==> config.mk <==
export PLATFORM = sky130hd
export DESIGN_NAME = mbist_cmp_unit
export DESIGN_NICKNAME = d
export VERILOG_FILES = /design/src/rtl/mbist_cmp_pkg.sv /design/src/rtl/mbist_ctrl_reg.sv /design/src/rtl/mbist_compare.sv /design/src/rtl/mbist_fail_flag.sv /design/src/rtl/mbist_policy.sv /design/src/rtl/mbist_cmp_unit.sv
export SDC_FILE = /design/constraint.sdc
export NUM_CORES = 1
export LEC_CHECK = 0
export ABC_AREA = 1
export BUFFER_PORTS_ARGS = -buffer_cell sky130_fd_sc_hd__buf_2
export CORE_MARGIN = 5
export CORE_UTILIZATION = 45
export DETAILED_ROUTE_END_ITERATION = 10
export PLACE_DENSITY_LB_ADDON = 0.1
export SLEW_MARGIN = 20
export SYNTH_ARGS = -nofsm -noshare
export SYNTH_HDL_FRONTEND = slang
export SYNTH_SLANG_ARGS = --single-unit
==> constraint.sdc <==
create_clock -name clk -period 2.4 [get_ports clk]
set_clock_uncertainty 0.15 [all_clocks]
set_input_delay 0.12 -clock clk [delete_from_list [all_inputs] [get_ports clk]]
set_output_delay 0.12 -clock clk [all_outputs]
set_load 0.02 [all_outputs]
==> src/rtl/mbist_cmp_pkg.sv <==
// Package: shared types of the MBIST compare unit.
// Assumes: the policy field is decoded once, in mbist_ctrl_reg.
package mbist_cmp_pkg;

    // Failure policy selected by the low control bits.
    typedef enum logic [1:0] {
        POL_RUN    = 2'd0,
        POL_STOP   = 2'd1,
        POL_BITMAP = 2'd2
    } policy_e;

endpackage

==> src/rtl/mbist_ctrl_reg.sv <==
// Module: mbist_ctrl_reg
// Holds the control word of the current test instruction and decodes it
// into the flag mode and the failure policy.
// Assumes: instr_load is a single-cycle pulse; CTRL_W >= 3.
module mbist_ctrl_reg
    import mbist_cmp_pkg::*;
#(
    parameter int CTRL_W = 6
) (
    input  logic              clk,
    input  logic              rst_n,
    input  logic              instr_load,
    input  logic [CTRL_W-1:0] instr_ctrl,
    output logic              rt_mode,
    output policy_e           policy
);
    localparam int LOW_W = CTRL_W - 1;
    localparam logic [LOW_W-1:0] CODE_STOP   = LOW_W'(1);
    localparam logic [LOW_W-1:0] CODE_BITMAP = LOW_W'(3);

    logic [CTRL_W-1:0] ctrl_q;
    logic [LOW_W-1:0]  low_bits;

    // Capture the control word on each instruction load.
    always_ff @(posedge clk) begin
        if (!rst_n)
            ctrl_q <= '0;
        else if (instr_load)
            ctrl_q <= instr_ctrl;
    end

    assign rt_mode  = ctrl_q[CTRL_W-1];
    assign low_bits = ctrl_q[LOW_W-1:0];

    // Decode the policy; undefined codes fall back to run-to-end.
    always_comb begin
        if (low_bits == CODE_STOP)
            policy = POL_STOP;
        else if (low_bits == CODE_BITMAP)
            policy = POL_BITMAP;
        else
            policy = POL_RUN;
    end

endmodule

==> src/rtl/mbist_compare.sv <==
// Module: mbist_compare
// Masked data comparator. Splits the word into lanes, reduces each lane
// to a hit bit, and produces the overall mismatch and the bit syndrome.
// Assumes: DATA_W is a multiple of LANE_W; mask bit 1 means "ignore".
module mbist_compare #(
    parameter int DATA_W = 32,
    parameter int LANE_W = 8
) (
    input  logic              cmp_valid,
    input  logic [DATA_W-1:0] cmp_act,
    input  logic [DATA_W-1:0] cmp_exp,
    input  logic [DATA_W-1:0] cmp_mask,
    output logic              mism,
    output logic [DATA_W-1:0] syndrome
);
    localparam int N_LANE = DATA_W / LANE_W;

    logic [N_LANE-1:0] lane_hit;

    // Bitwise difference with masked positions removed.
    assign syndrome = (cmp_act ^ cmp_exp) & ~cmp_mask;

    // One OR-reduction per lane keeps the final reduction shallow.
    for (genvar g = 0; g < N_LANE; g++) begin : g_lane
        assign lane_hit[g] = |syndrome[g*LANE_W +: LANE_W];
    end

    assign mism = cmp_valid & (|lane_hit);

endmodule

==> src/rtl/mbist_fail_flag.sv <==
// Module: mbist_fail_flag
// Fail result register, either real time (follows each accepted compare)
// or sticky (set on first mismatch, cleared by load or log shift-out).
// Assumes: cmp_fire already excludes load cycles and stopped tests.
module mbist_fail_flag (
    input  logic clk,
    input  logic rst_n,
    input  logic instr_load,
    input  logic log_shift,
    input  logic rt_mode,
    input  logic cmp_fire,
    input  logic mism,
    output logic fail_bit
);
    logic fail_q;

    // Update the flag; in sticky mode a new mismatch beats a shift clear.
    always_ff @(posedge clk) begin
        if (!rst_n)
            fail_q <= 1'b0;
        else if (instr_load)
            fail_q <= 1'b0;
        else if (rt_mode) begin
            if (cmp_fire)
                fail_q <= mism;
        end else
            fail_q <= (fail_q & ~log_shift) | (cmp_fire & mism);
    end

    assign fail_bit = fail_q;

endmodule

==> src/rtl/mbist_policy.sv <==
// Module: mbist_policy
// Applies the failure policy: raises the end-of-test request on a
// stop-on-fail mismatch and emits per-failure log entries in bitmap mode.
// Also gates the compare strobe once the test has been asked to stop.
// Assumes: policy is stable except across instr_load.
module mbist_policy
    import mbist_cmp_pkg::*;
#(
    parameter int DATA_W = 32,
    parameter int ADDR_W = 16
) (
    input  logic              clk,
    input  logic              rst_n,
    input  logic              instr_load,
    input  policy_e           policy,
    input  logic              cmp_valid,
    input  logic              mism,
    input  logic [ADDR_W-1:0] cmp_addr,
    input  logic [DATA_W-1:0] syndrome,
    output logic              cmp_fire,
    output logic              end_of_test,
    output logic              log_valid,
    output logic [ADDR_W-1:0] log_addr,
    output logic [DATA_W-1:0] log_syndrome
);
    logic              eot_q;
    logic              logv_q;
    logic [ADDR_W-1:0] laddr_q;
    logic [DATA_W-1:0] lsyn_q;
    logic              fail_hit;

    // A compare counts only outside load cycles and before a stop.
    assign cmp_fire = cmp_valid & ~instr_load & ~eot_q;
    assign fail_hit = cmp_fire & mism;

    // End-of-test request: set on stop-policy failure, held until load.
    always_ff @(posedge clk) begin
        if (!rst_n)
            eot_q <= 1'b0;
        else if (instr_load)
            eot_q <= 1'b0;
        else if (fail_hit && policy == POL_STOP)
            eot_q <= 1'b1;
    end

    // Log strobe: one cycle per bitmap-policy failure.
    always_ff @(posedge clk) begin
        if (!rst_n)
            logv_q <= 1'b0;
        else
            logv_q <= fail_hit && (policy == POL_BITMAP);
    end

    // Log payload: captured alongside each log strobe.
    always_ff @(posedge clk) begin
        if (!rst_n) begin
            laddr_q <= '0;
            lsyn_q  <= '0;
        end else if (fail_hit && policy == POL_BITMAP) begin
            laddr_q <= cmp_addr;
            lsyn_q  <= syndrome;
        end
    end

    assign end_of_test  = eot_q;
    assign log_valid    = logv_q;
    assign log_addr     = laddr_q;
    assign log_syndrome = lsyn_q;

endmodule

==> src/rtl/mbist_cmp_unit.sv <==
// Module: mbist_cmp_unit (top)
// MBIST compare and fail-flag unit: masked compare, fail flag in real-time
// or sticky mode, and stop / run-on / bitmap failure policies selected by
// a control word loaded with each test instruction.
// Assumes: instr_load and log_shift are single-cycle pulses from the engine.
module mbist_cmp_unit
    import mbist_cmp_pkg::*;
#(
    parameter int DATA_W = 32,
    parameter int ADDR_W = 16,
    parameter int CTRL_W = 6,
    parameter int LANE_W = 8
) (
    input  logic              clk,
    input  logic              rst_n,
    input  logic              instr_load,
    input  logic [CTRL_W-1:0] instr_ctrl,
    input  logic              cmp_valid,
    input  logic [DATA_W-1:0] cmp_act,
    input  logic [DATA_W-1:0] cmp_exp,
    input  logic [DATA_W-1:0] cmp_mask,
    input  logic [ADDR_W-1:0] cmp_addr,
    input  logic              log_shift,
    output logic              fail_bit,
    output logic              end_of_test,
    output logic              log_valid,
    output logic [ADDR_W-1:0] log_addr,
    output logic [DATA_W-1:0] log_syndrome
);
    logic              rt_mode;
    policy_e           policy;
    logic              mism;
    logic [DATA_W-1:0] syndrome;
    logic              cmp_fire;

    // Control word register and decoder.
    mbist_ctrl_reg #(.CTRL_W(CTRL_W)) u_ctrl (
        .clk        (clk),
        .rst_n      (rst_n),
        .instr_load (instr_load),
        .instr_ctrl (instr_ctrl),
        .rt_mode    (rt_mode),
        .policy     (policy)
    );

    // Masked comparator.
    mbist_compare #(.DATA_W(DATA_W), .LANE_W(LANE_W)) u_cmp (
        .cmp_valid (cmp_valid),
        .cmp_act   (cmp_act),
        .cmp_exp   (cmp_exp),
        .cmp_mask  (cmp_mask),
        .mism      (mism),
        .syndrome  (syndrome)
    );

    // Failure policy: stop request and log entries.
    mbist_policy #(.DATA_W(DATA_W), .ADDR_W(ADDR_W)) u_pol (
        .clk          (clk),
        .rst_n        (rst_n),
        .instr_load   (instr_load),
        .policy       (policy),
        .cmp_valid    (cmp_valid),
        .mism         (mism),
        .cmp_addr     (cmp_addr),
        .syndrome     (syndrome),
        .cmp_fire     (cmp_fire),
        .end_of_test  (end_of_test),
        .log_valid    (log_valid),
        .log_addr     (log_addr),
        .log_syndrome (log_syndrome)
    );

    // Fail result bit.
    mbist_fail_flag u_flag (
        .clk        (clk),
        .rst_n      (rst_n),
        .instr_load (instr_load),
        .log_shift  (log_shift),
        .rt_mode    (rt_mode),
        .cmp_fire   (cmp_fire),
        .mism       (mism),
        .fail_bit   (fail_bit)
    );

endmodule

# [Word-level counts from Yosys, hierarchy flattened]
# Cells that the tools add are included.
[classes] eq_ne=5 n_mux=4 bitwise=13 reduce_logical=4
[op_table] op="$and A32 B32 Y32" count=1
[op_table] op="$not A32 Y32" count=1
[op_table] op="$reduce_or A32 Y1" count=1
[op_table] op="$xor A32 B32 Y32" count=1
[op_table] op="$and A1 B1 Y1" count=5
[op_table] op="$eq A5 B1 Y1 const B" count=1
[op_table] op="$eq A5 B2 Y1 const B" count=1
[op_table] op="$mux W2" count=2
[op_table] op="$not A1 Y1" count=4
[op_table] op="$eq A2 B1 Y1 const B" count=1
[op_table] op="$eq A2 B2 Y1 const B" count=1
[op_table] op="$logic_and A1 B1 Y1" count=2
[op_table] op="$mux W1" count=2
[op_table] op="$ne A2 B1 Y1 const B" count=1
[op_table] op="$reduce_or A2 Y1" count=1
[op_table] op="$or A1 B1 Y1" count=1
[totals] regBits=57 output_inout_bits=51 wordCells=32

# [Longest topological paths before layout]
[depth] ltp_word=7 ltp_mapped=14

# [Modules after synthesis]
# From an unflattened synthesis, not the netlist that was laid out.
[unflattened] hier_cells=602 area_unflattened_um2=3474.6
[by_module_without_submodules] mod="mbist_policy" n_inst=1 cells_each=331 area_per_inst_um2=2218.4 seq_area_each_um2=1001.0
[by_module_without_submodules] mod="mbist_compare" n_inst=1 cells_each=217 area_per_inst_um2=918.4 seq_area_each_um2=0.0
[by_module_without_submodules] mod="mbist_ctrl_reg" n_inst=1 cells_each=45 area_per_inst_um2=274.0 seq_area_each_um2=120.1
[by_module_without_submodules] mod="mbist_fail_flag" n_inst=1 cells_each=9 area_per_inst_um2=63.8 seq_area_each_um2=20.0

# [Worst setup path after synthesis]
# No wires, ideal clock.
[synth_path] kind="register to register" from="register u_pol.eot_q, in the netlist u_pol.end_of_test" to="register u_pol.laddr_q[10], in the netlist u_pol.log_addr[10]" setup_time_ns=0.064 t_arrival_ns=1.351 setup_slack_ns=0.836 path_stages_with_launch=10 n_path_buf=2 cell_sequence="dfxtp_1 > inv_1 > nand2_1 > nor2_1 > nand3_2 > buf_6 > buf_6 > nand2_1 > clkinv_1 > nor2_1"
[synth_via] elab_chain_cells=4
[synth_lines] element="start, declared" line_no="mbist_policy.sv:26" rtl="logic eot_q;"
[synth_lines] element="start signal, assigned" line_no="mbist_policy.sv:39" rtl="eot_q <= 1'b0;"
[synth_lines] element="start signal, assigned" line_no="mbist_policy.sv:41" rtl="eot_q <= 1'b0;"
[synth_lines] element="start signal, assigned" line_no="mbist_policy.sv:43" rtl="eot_q <= 1'b1;"
[synth_lines] element="$not A1 Y1" line_no="mbist_policy.sv:33" rtl="assign cmp_fire = cmp_valid & ~instr_load & ~eot_q;"
[synth_lines] element="$and A1 B1 Y1" line_no="mbist_policy.sv:33"
[synth_lines] element="$and A1 B1 Y1" line_no="mbist_policy.sv:34" rtl="assign fail_hit = cmp_fire & mism;"
[synth_lines] element="$logic_and A1 B1 Y1" line_no="mbist_policy.sv:59" rtl="end else if (fail_hit && policy == POL_BITMAP) begin"
[synth_lines] element="end signal, assigned" line_no="mbist_policy.sv:60" rtl="laddr_q <= cmp_addr;"
[synth_lines] element="end, declared" line_no="mbist_policy.sv:28" rtl="logic [ADDR_W-1:0] laddr_q;"
# Every way passes these cells.
# A chain may end at the register's enable or synchronous reset.

# [Worst setup path after layout]
[layout_path] from="register u_ctrl.ctrl_q[3]" to="register u_pol.laddr_q[11], in the netlist u_pol.log_addr[11]"
[layout_via] elab_chain_cells=5
[layout_lines] element="start, declared" line_no="mbist_ctrl_reg.sv:21" rtl="logic [CTRL_W-1:0] ctrl_q;"
[layout_lines] element="start signal, assigned" line_no="mbist_ctrl_reg.sv:29" rtl="ctrl_q <= instr_ctrl;"
[layout_lines] element="$eq A5 B2 Y1" line_no="mbist_ctrl_reg.sv:39" rtl="else if (low_bits == CODE_BITMAP)"
[layout_lines] element="$mux W2" line_no="mbist_ctrl_reg.sv:39"
[layout_lines] element="$mux W2 *" line_no="mbist_ctrl_reg.sv:37" rtl="if (low_bits == CODE_STOP)"
[layout_lines] element="$eq A2 B2 Y1 *" line_no="mbist_policy.sv:59"
[layout_lines] element="$logic_and A1 B1 Y1 *" line_no="mbist_policy.sv:59"
# Mark *: on every way between the ends. The rest lies on a longest branch, timed or not.

==> metrics.md <==
| Metric | Value |
|---|---|
| Clock power share | `45.2%` |
| Unique masters post-synth | `16` |
| Row count | `31` |
| Post-CTS setup buffer count | `0` |
| Ant diodes | `0` |
| Final worst slack | `0.703 ns` |
| Post-Syn Instances | `a little under 600` |
| Most common cell after layout, fill and taps aside | `buf_2` |
| Layout cells sized above 1 | `25.7%` |
| Clock input transition at the sequential cells of the worst setup and hold paths | `0.07 ns` |
| Skew-Pair Late Insertion Delay | `0.33 ns` |
| Overflow after GRT | `0` |
| TritonCTS clock tree | `built` |
| GRT Overall Usage | `21.3%` |
| DRC Markers | `0` |
| Antenna violations before repair | `0` |
| Setup TNS | `0 ns` |
| Via count | `about 4000` |
| Yosys Warn Count | `0` |
| Vias per inst | `between 4 and 5` |
| CP Max Fanout | `21` |
| Most used cell, CP | `nor2_1` |
| Starting Density | `about 46%` |
| Pleak | `2.75 nW` |
| CP Launch Type | `flip-flop` |
| # clock sinks | `57` |
| Crit-path slowest cell | `dfxtp_1` |
| Cell family with most CP delay | `simple AND/OR/NAND/NOR gates` |
| Syn Area/Cell | `between 5 and 6 um2` |
| Arr. time, crit path | `1.81 ns` |
| Register bit total from synthesis | `57` |
| Share of power burned in registers | `40.0%` |
| H-tree depth | `3` |
| Most frequent cells in the layout | `173 x buf_2, 162 x nand2_1, 134 x inv_1` |
| Core ar. | `between 7000 and 8000 um2` |
| Req. time, crit path | `2.51 ns` |
| Type of the most critical hold path | `in2reg` |
| Initial DRT Pass Iterations | `4` |
| Die width | `96.5 um` |
| Num CTS Buffers | `9` |
| # setup viols final | `0` |
| Fmax | `0.589 GHz` |
| CP Capture Type | `flip-flop` |
| Number of max-cap violations | `0` |
| Register area | `1140 um2` |
| Area Overhead vs Synth | `43.3%` |
| Clock buffer depth | `2` |
| # resized after CTS | `0` |
| Unrepaired setup endpoints after global routing | `no` |
| Avg WL per Cell | `between 10 and 15 um` |
| Final period utilization | `70.7%` |
| Post-CTS Hold Buffers | `26` |
| WP buf/inv | `2` |
| Area of the multi-input gates | `approximately 1600 um2` |
| Total Power | `0.00241 W` |
| Largest net degree at the start of global routing | `52` |
| Post-detailed-placement half-perimeter wirelength | `~7000 um` |
| Crit-path cells | `nor2_1 > nand3_1 > nor2_4 > nand3_2 > buf_12 > nand2_1 > clkinv_1 > nor2_1` |
| Synthesized area | `3370 um2` |
| Core Util, Final | `between 60 and 70%` |
| Hold WS | `0.0282 ns` |
| Final Hold Fails | `0` |
| Peak supply drop | `0.324 mV` |
| Pre-CTS setup slack | `0.468 ns` |
| P_int | `0.00182 W` |
| CTS root buffer | `clkbuf_8` |
| Comb pwr share | `14.8%` |
| Ports | `174` |
| Power per cell area | `between 500 and 600 nW/um2` |
| Slew Limit Fails | `0` |
| WS Path Type | `reg2reg` |
| Die footprint | `9310 um2` |
| Worst slew pin tran | `0.568 ns` |
| Critical Path Max Stage Delay | `roughly 0.31 ns` |
| First-pass GRT wire length | `15800 um` |
| Switching pwr | `0.000593 W` |
| Filler cells | `672` |
| Gpl congestion | `0.751` |
| Fin crit period | `around 1.7 ns` |
| Slew HR | `62.1%` |
| Status | `finished, final reports clean` |
| Vias in the first global route | `3785` |
| Total wire length | `slightly below 10000 um` |
| Buffers on Ports | `173` |
| 1st-iter DRT viols | `144` |
| Switching share of power | `24.6%` |
| Nets | `892` |
| Sequential-to-total area share from yosys stat | `between 30% and 40%` |
| Die height | `approximately 96 um` |
| Post-detailed-route count of antenna-violating nets | `0` |
| Post-Syn Nets | `between 700 and 800` |
## worst reg2reg max path: cells and delay by family (launching register included)
kind,cells,cell delay [ns]
buffers and inverters,2,0.34
DFF,1,0.31
and+or+nand+nor,6,0.83
## final timing paths
path	start	endpoint	slack, ns	depth (start not counted)
setup / recovery	u_ctrl.ctrl_q[3]	u_pol.log_addr[11]	0.70	8
hold / removal	cmp_mask[22]	u_pol.log_syndrome[22]	0.03	6
setup reg to reg	u_ctrl.ctrl_q[3]	u_pol.log_addr[11]	0.70	8
hold reg to reg	u_ctrl.ctrl_q[2]	u_ctrl.ctrl_q[2]	0.32	2
## power by group through the flow
stage	clock network, W	logic (W)	registers (W)
3_3_place_gp	0	0.000315	0.000988
3_5_place_dp	0	0.000320	0.000988
5_1_grt	0.00116	0.000405	0.000967
2_1_floorplan	0	0.000159	0.000996
6_report	0.00109	0.000356	0.000966
4_1_cts	0.00111	0.000355	0.000966
## final cells by class
cell class,count,area share [%]
clock buffer,9,2.57
clock inverter,7,2.46
inverter,145,11.3
multi-input combinational,351,32.6
sequential,57,23.7
tap,99,2.57
timing repair buffer,205,24.8
## sequential cells by signal (all words and copies together) (netlist names)
register	cells
u_ctrl.ctrl_q	6
u_flag.fail_bit	1
u_pol.end_of_test	1
u_pol.log_addr	16
u_pol.log_syndrome	32
u_pol.log_valid	1
## routing by layer
layer / global-route usage, % / share of wire (%) / up-vias
met4: 7.71 / 1.1 / 0
li1: - / - / 2099
met1: 24.2 / 42 / 1672
met3: 4.03 / 7.2 / 8
met2: 39.3 / 50 / 126
met5: 0 / 0 / -
## synthesized netlist by cell type, drive strengths merged
cell type | number | area share, %
clkbuf | 15 | 1.7
nand3 | 12 | 1.9
nand4 | 48 | 8.9
nand2 | 163 | 18
nor2 | 73 | 8.1
clkinv | 11 | 1.2
o211ai | 1 | 0.22
buf | 11 | 2.0
o21ai | 6 | 0.89
dfxtp | 57 | 34
inv | 134 | 15
or2 | 22 | 4.1
a21oi | 26 | 3.9
## logic make-up (layout without fill, tap and decap cells)
| family | after synthesis | count (layout) | synth area share, % |
|---|---|---|---|
| simple gates | 318 | 318 | 41.3 |
| compound gates | 33 | 33 | 4.98 |
| buf+inv | 171 | 366 | 19.9 |
| flops | 57 | 57 | 33.9 |
## through the flow
stage | instances | area [um2]
after detailed placement | 831 | 4320
after floorplan | 579 | 3370
after global placement | 831 | 4320
after global routing | 873 | 4820
final | 873 | 4820
after CTS | 873 | 4820
Note: power is estimated with default switching activity, not from simulation.
